$ cat src/rtl/lin_short_pkg.sv
// Package: shared helpers for the LIN short detector.
// Assumes the debounce selector is an exponent of two.
package lin_short_pkg;

    // Width of the debounce selector field.
    localparam int DBNC_SEL_W = 3;

    // Number of ticks selected by a selector value (2^sel).
    function automatic int dbnc_ticks(input int sel);
        return 1 << sel;
    endfunction

endpackage

$ cat src/rtl/lin_short_qual.sv
// Module: lin_short_qual
// Combines the transmitter and bus signals into one fault-present level.
// Assumes dominant = 0 and recessive = 1 on txd and rxd.
module lin_short_qual (
    input  logic tx_active,
    input  logic ovc,
    input  logic txd,
    input  logic rxd,
    output logic fault
);

    // Fault needs overcurrent plus a sent-dominant / read-recessive mismatch while sending.
    always_comb begin
        fault = tx_active & ovc & ~txd & rxd;
    end

endmodule

$ cat src/rtl/lin_short_dbnc.sv
// Module: lin_short_dbnc
// Counts consecutive qualifying ticks and signals when the selected window is full.
// Assumes tick is a single-cycle strobe. hold freezes and clears the count.
module lin_short_dbnc #(
    parameter int SEL_W = 3,
    localparam int CNT_W = 1 << SEL_W
) (
    input  logic             clk,
    input  logic             rst_n,
    input  logic             fault,
    input  logic             tick,
    input  logic             hold,
    input  logic [SEL_W-1:0] sel,
    output logic             hit
);

    logic [CNT_W-1:0] cnt;
    logic [CNT_W-1:0] last_idx;

    // Index of the final tick in the window: 2^sel - 1.
    always_comb begin
        last_idx = (CNT_W'(1) << sel) - CNT_W'(1);
    end

    // Window is complete when the last qualifying tick arrives.
    always_comb begin
        hit = fault & tick & ~hold & (cnt == last_idx);
    end

    // Tick counter: clears on a gap, on hold or on completion.
    always_ff @(posedge clk) begin
        if (!rst_n) begin
            cnt <= '0;
        end else if (!fault || hold || hit) begin
            cnt <= '0;
        end else if (tick) begin
            cnt <= cnt + CNT_W'(1);
        end
    end

endmodule

$ cat src/rtl/lin_short_latch.sv
// Module: lin_short_latch
// Holds the sticky short flag and produces the one-cycle interrupt pulse.
// Assumes hit arrives only while the flag is clear.
module lin_short_latch (
    input  logic clk,
    input  logic rst_n,
    input  logic hit,
    input  logic flag_clr,
    output logic short_flag,
    output logic short_irq
);

    // Sticky flag: set by hit, cleared only by the write-one strobe.
    always_ff @(posedge clk) begin
        if (!rst_n) begin
            short_flag <= 1'b0;
        end else if (hit) begin
            short_flag <= 1'b1;
        end else if (flag_clr) begin
            short_flag <= 1'b0;
        end
    end

    // Interrupt pulse: one cycle, on the edge that sets the flag.
    always_ff @(posedge clk) begin
        if (!rst_n) begin
            short_irq <= 1'b0;
        end else begin
            short_irq <= hit & ~short_flag;
        end
    end

endmodule

$ cat src/rtl/lin_txshort_guard.sv
// Module: lin_txshort_guard (top)
// Detects a debounced LIN transmit short and shuts off the transmitter until the fault is acknowledged.
// Assumes all inputs are synchronous to clk.
module lin_txshort_guard #(
    parameter int SEL_W = lin_short_pkg::DBNC_SEL_W
) (
    input  logic             clk,
    input  logic             rst_n,
    input  logic             tx_active,
    input  logic             txd,
    input  logic             rxd,
    input  logic             ovc,
    input  logic             tick,
    input  logic [SEL_W-1:0] dbnc_sel,
    input  logic             flag_clr,
    output logic             drv_txd,
    output logic             tx_en,
    output logic             short_flag,
    output logic             short_irq
);

    logic fault;
    logic hit;

    lin_short_qual u_qual (
        .tx_active (tx_active),
        .ovc       (ovc),
        .txd       (txd),
        .rxd       (rxd),
        .fault     (fault)
    );

    lin_short_dbnc #(.SEL_W(SEL_W)) u_dbnc (
        .clk   (clk),
        .rst_n (rst_n),
        .fault (fault),
        .tick  (tick),
        .hold  (short_flag),
        .sel   (dbnc_sel),
        .hit   (hit)
    );

    lin_short_latch u_latch (
        .clk        (clk),
        .rst_n      (rst_n),
        .hit        (hit),
        .flag_clr   (flag_clr),
        .short_flag (short_flag),
        .short_irq  (short_irq)
    );

    // Transmitter gate: force recessive and disable while a short is flagged.
    always_comb begin
        tx_en   = ~short_flag;
        drv_txd = short_flag ? 1'b1 : txd;
    end

endmodule

$ cat config.mk
export PLATFORM = sky130hd
export DESIGN_NAME = lin_txshort_guard
export DESIGN_NICKNAME = d
export VERILOG_FILES = /design/src/rtl/lin_short_pkg.sv /design/src/rtl/lin_short_qual.sv /design/src/rtl/lin_short_dbnc.sv /design/src/rtl/lin_short_latch.sv /design/src/rtl/lin_txshort_guard.sv
export SDC_FILE = /design/constraint.sdc
export NUM_CORES = 1
export LEC_CHECK = 0
export BUFFER_PORTS_ARGS = -buffer_cell sky130_fd_sc_hd__buf_2
export CORE_AREA = 8 8 45 47
export DETAILED_ROUTE_END_ITERATION = 12
export DIE_AREA = 0 0 53 55
export PLACE_DENSITY = 0.67
export RECOVER_POWER = 100
export SLEW_MARGIN = 20
export SYNTH_ARGS = -nofsm -noshare
export SYNTH_HDL_FRONTEND = slang
export SYNTH_SLANG_ARGS = --single-unit
$ cat constraint.sdc
create_clock -name clk -period 2.5 [get_ports clk]
set_input_delay 0.5 -clock clk [delete_from_list [all_inputs] [get_ports clk]]
set_output_delay 0.5 -clock clk [all_outputs]
set_load 0.01 [all_outputs]
==> out/metrics.cfg <==
[power_and_ir_drop]
pwr-share-comb_pct=9.8
swShare_pct=21.4
power-per-cell-area_mw_per_mm2=437
leakagePower_nw=0.231
p_sw_mw=0.0623
clockPowerShare_pct=35.2
vdd_drop_max_mv=0.250
seqPwrFrac_pct=55.0
p_int_mw=0.228

[cells_and_area]
final_net_count=99
final_util_pct=48.0
final_area_um2=664
drive_gt1_share_pct=16.5
layout_commonest_cell=nor2_1
num_antenna_cells=0
final_cell_mix=nor2_1, buf_2, dfxtp_1
area_delta_synth_final_pct=10.6

[clock_network]
cts_resized=0
clkSinkCount=10
cts-root-buf=clkbuf_4
postCtsSetupBuffers=0
clk_latency_ns=0.26
clkTransAtPathRegs_ns=0.06
htreeDepth=1
clockBufferDepth=2
cts_tree=built
hold_buffers=0
cts_buffers=3

[floorplan]
die_h_um=55
io_pins=15
initial_core_util_pct=43.4
dieArea_mm2=0.00292
num_rows=14
dieWidth_um=53
coreArea_mm2=0.00138

[critical_path]
worstPathRequired_ns=2.63
timing.rr.end=u_dbnc.cnt[5]$_SDFFE_PP0P_
worstSetupPathType=reg -> reg
crit_chain=or4_1, o211ai_1, nand4_1, o31ai_2, nor2_1
worst_path_max_delay_cell=o31ai_2
arrival_ns=2.11
worst-path-buf-inv=0
crit_fanout=8
reg2reg_from=u_dbnc.cnt[0]$_SDFFE_PP0P_
regToRegSetupSlack_ns=0.51
rr_worst_depth=5
critPathLaunchType=flop
max_stage_delay_ns=0.57
crit_family=simple AND/OR/NAND/NOR gates
endpoint_kind=flop

[synthesis]
synth_cells=71
synth_seq_area_share_pct=33.3
yosys_warnings=0
syn_avg_cell_area_um2=8.46
netlist_area_um2=601
yosysUniqueCellTypes=29
ys_seq_elements=10
syn_nets=83

[place]
hpwlAfterDp_um=929
portBuffers=14
dp_slack_ns=0.440
placed_cell_area_um2=671
gp_congestion=0.771

[worst_hold_path]
min_from=rst_n
hold_class=in -> reg
hold-path-cell-count=2
hold_path_end=u_latch.short_flag$_SDFFE_PN0P_

[sta]
final-setup-viol-count=0
timing.fmax_mhz=504
period_share_pct=79.4
period_needed_ns=1.99
finClkSkew_ns=0.00641
tightest_slew_ns=0.574
finalHoldViolations=0
rsz0062_at_grt=no
relSlewSlack_pct=61.5
setup_ws_ns=0.514
tns_ns=0
slew_viol_final=0

[drt]
wirelength_mm=1.17
drc=0
drt_iter0_drc=5
first_pass_iters=4
vias=533
wire_per_inst_um=11.6
ant_nets=0
via_per_inst=5.28

[grt]
antenna_found_initial=0
grt_pass1_wl_mm=2.11
grt_overflow_total=0
grt_pass1_vias=489
grtUsageTotal_pct=9.58
grt_max_degree=10

[run]
max_cap_viol_count=0

[outcome]
outcome=completed

==> state kept, by name (all words and copies together), names as in the netlist <==
name,flops
u_latch.short_flag,1
u_dbnc.cnt,8
u_latch.short_irq,1
==> worst max-delay path by stage <==
stage | from | to | cells past startpoint
after floorplan | dbnc_sel[2] | u_dbnc.cnt[0]$_SDFFE_PP0P_ | 6
after global placement | dbnc_sel[2] | u_dbnc.cnt[3]$_SDFFE_PP0P_ | 6
after detailed placement | dbnc_sel[2] | u_dbnc.cnt[5]$_SDFFE_PP0P_ | 6
after CTS | u_dbnc.cnt[0]$_SDFFE_PP0P_ | u_dbnc.cnt[5]$_SDFFE_PP0P_ | 5
after global routing | u_dbnc.cnt[0]$_SDFFE_PP0P_ | u_dbnc.cnt[2]$_SDFFE_PP0P_ | 5
final | u_dbnc.cnt[0]$_SDFFE_PP0P_ | u_dbnc.cnt[5]$_SDFFE_PP0P_ | 5
==> final cells by class <==
class,count,area [um2]
tap,16,20.0
fill,151,719
timing repair buffer,14,65.1
multi-input combinational,57,353
clock buffer,3,22.5
sequential,10,200
inverter,1,3.75
==> Yosys cell counts <==
master | count | area share [%]
and3_1 | 1 | 1.0
nand2b_1 | 1 | 1.0
or4_4 | 1 | 1.9
xnor2_1 | 5 | 7.3
mux2i_1 | 1 | 1.7
o21ai_0 | 2 | 1.7
a31oi_1 | 1 | 1.0
o2111ai_1 | 1 | 1.5
a2111oi_0 | 1 | 1.5
nand4_2 | 1 | 2.1
ha_1 | 1 | 2.1
o211ai_1 | 1 | 1.3
clkbuf_1 | 1 | 0.62
or2_1 | 1 | 1.0
nor2b_1 | 3 | 3.1
o211ai_2 | 1 | 2.1
nand4_1 | 2 | 2.1
o31ai_4 | 1 | 3.5
buf_6 | 1 | 1.9
nand2_1 | 4 | 2.5
o21a_1 | 1 | 1.3
nand3_1 | 5 | 4.2
xor2_1 | 5 | 7.3
and2_1 | 2 | 2.1
nor3_1 | 1 | 0.83
dfxtp_1 | 10 | 33
inv_1 | 1 | 0.62
buf_2 | 1 | 0.83
nor2_1 | 14 | 8.7
==> logic make-up (layout without fill, tap and decap cells) <==
logic type / after synthesis / in the layout / share of synthesized area, %
AO/OA/AOI/OAI: 9 / 9 / 13.8
XOR/XNOR: 10 / 10 / 14.6
adder cells (fa/ha/maj): 1 / 1 / 2.08
buffers and inverters: 4 / 18 / 3.96
flip-flops: 10 / 10 / 33.3
multiplexers: 1 / 1 / 1.67
AND/OR/NAND/NOR: 36 / 36 / 30.6
==> worst reg2reg max path, delay by kind of cell, from the launching register on <==
family             cells  cell delay, ns
and+or+nand+nor        3            0.81
DFF                    1            0.39
AOI/OAI and AO/OA      2            0.67
==> through the flow <==
| step | hold slack [ns] | power, mW | instances |
|---|---|---|---|
| after floorplan | 0.495 | 0.185 | 71 |
| after global placement | 0.509 | 0.194 | 98 |
| after detailed placement | 0.526 | 0.194 | 98 |
| after CTS | 0.473 | 0.299 | 101 |
| after global routing | 0.478 | 0.309 | 101 |
| final | 0.477 | 0.291 | 101 |
==> layer usage <==
layer	wire length [um]	vias up	track usage, %
met5	0	-	0
met4	0	0	1.29
met3	136	0	5.61
met2	502	15	15.0
met1	531	241	11.3
li1	-	277	-
==> power by group through the flow <==
stage                     sequential [mW]  clock (mW)  combinational [mW]
after floorplan                     0.163           0              0.0218
after global placement              0.163           0              0.0305
after detailed placement            0.163           0              0.0309
after CTS                           0.160       0.108              0.0311
after global routing                0.160       0.117              0.0325
final                               0.160       0.102              0.0284
Power figures use the tool's default switching activity.
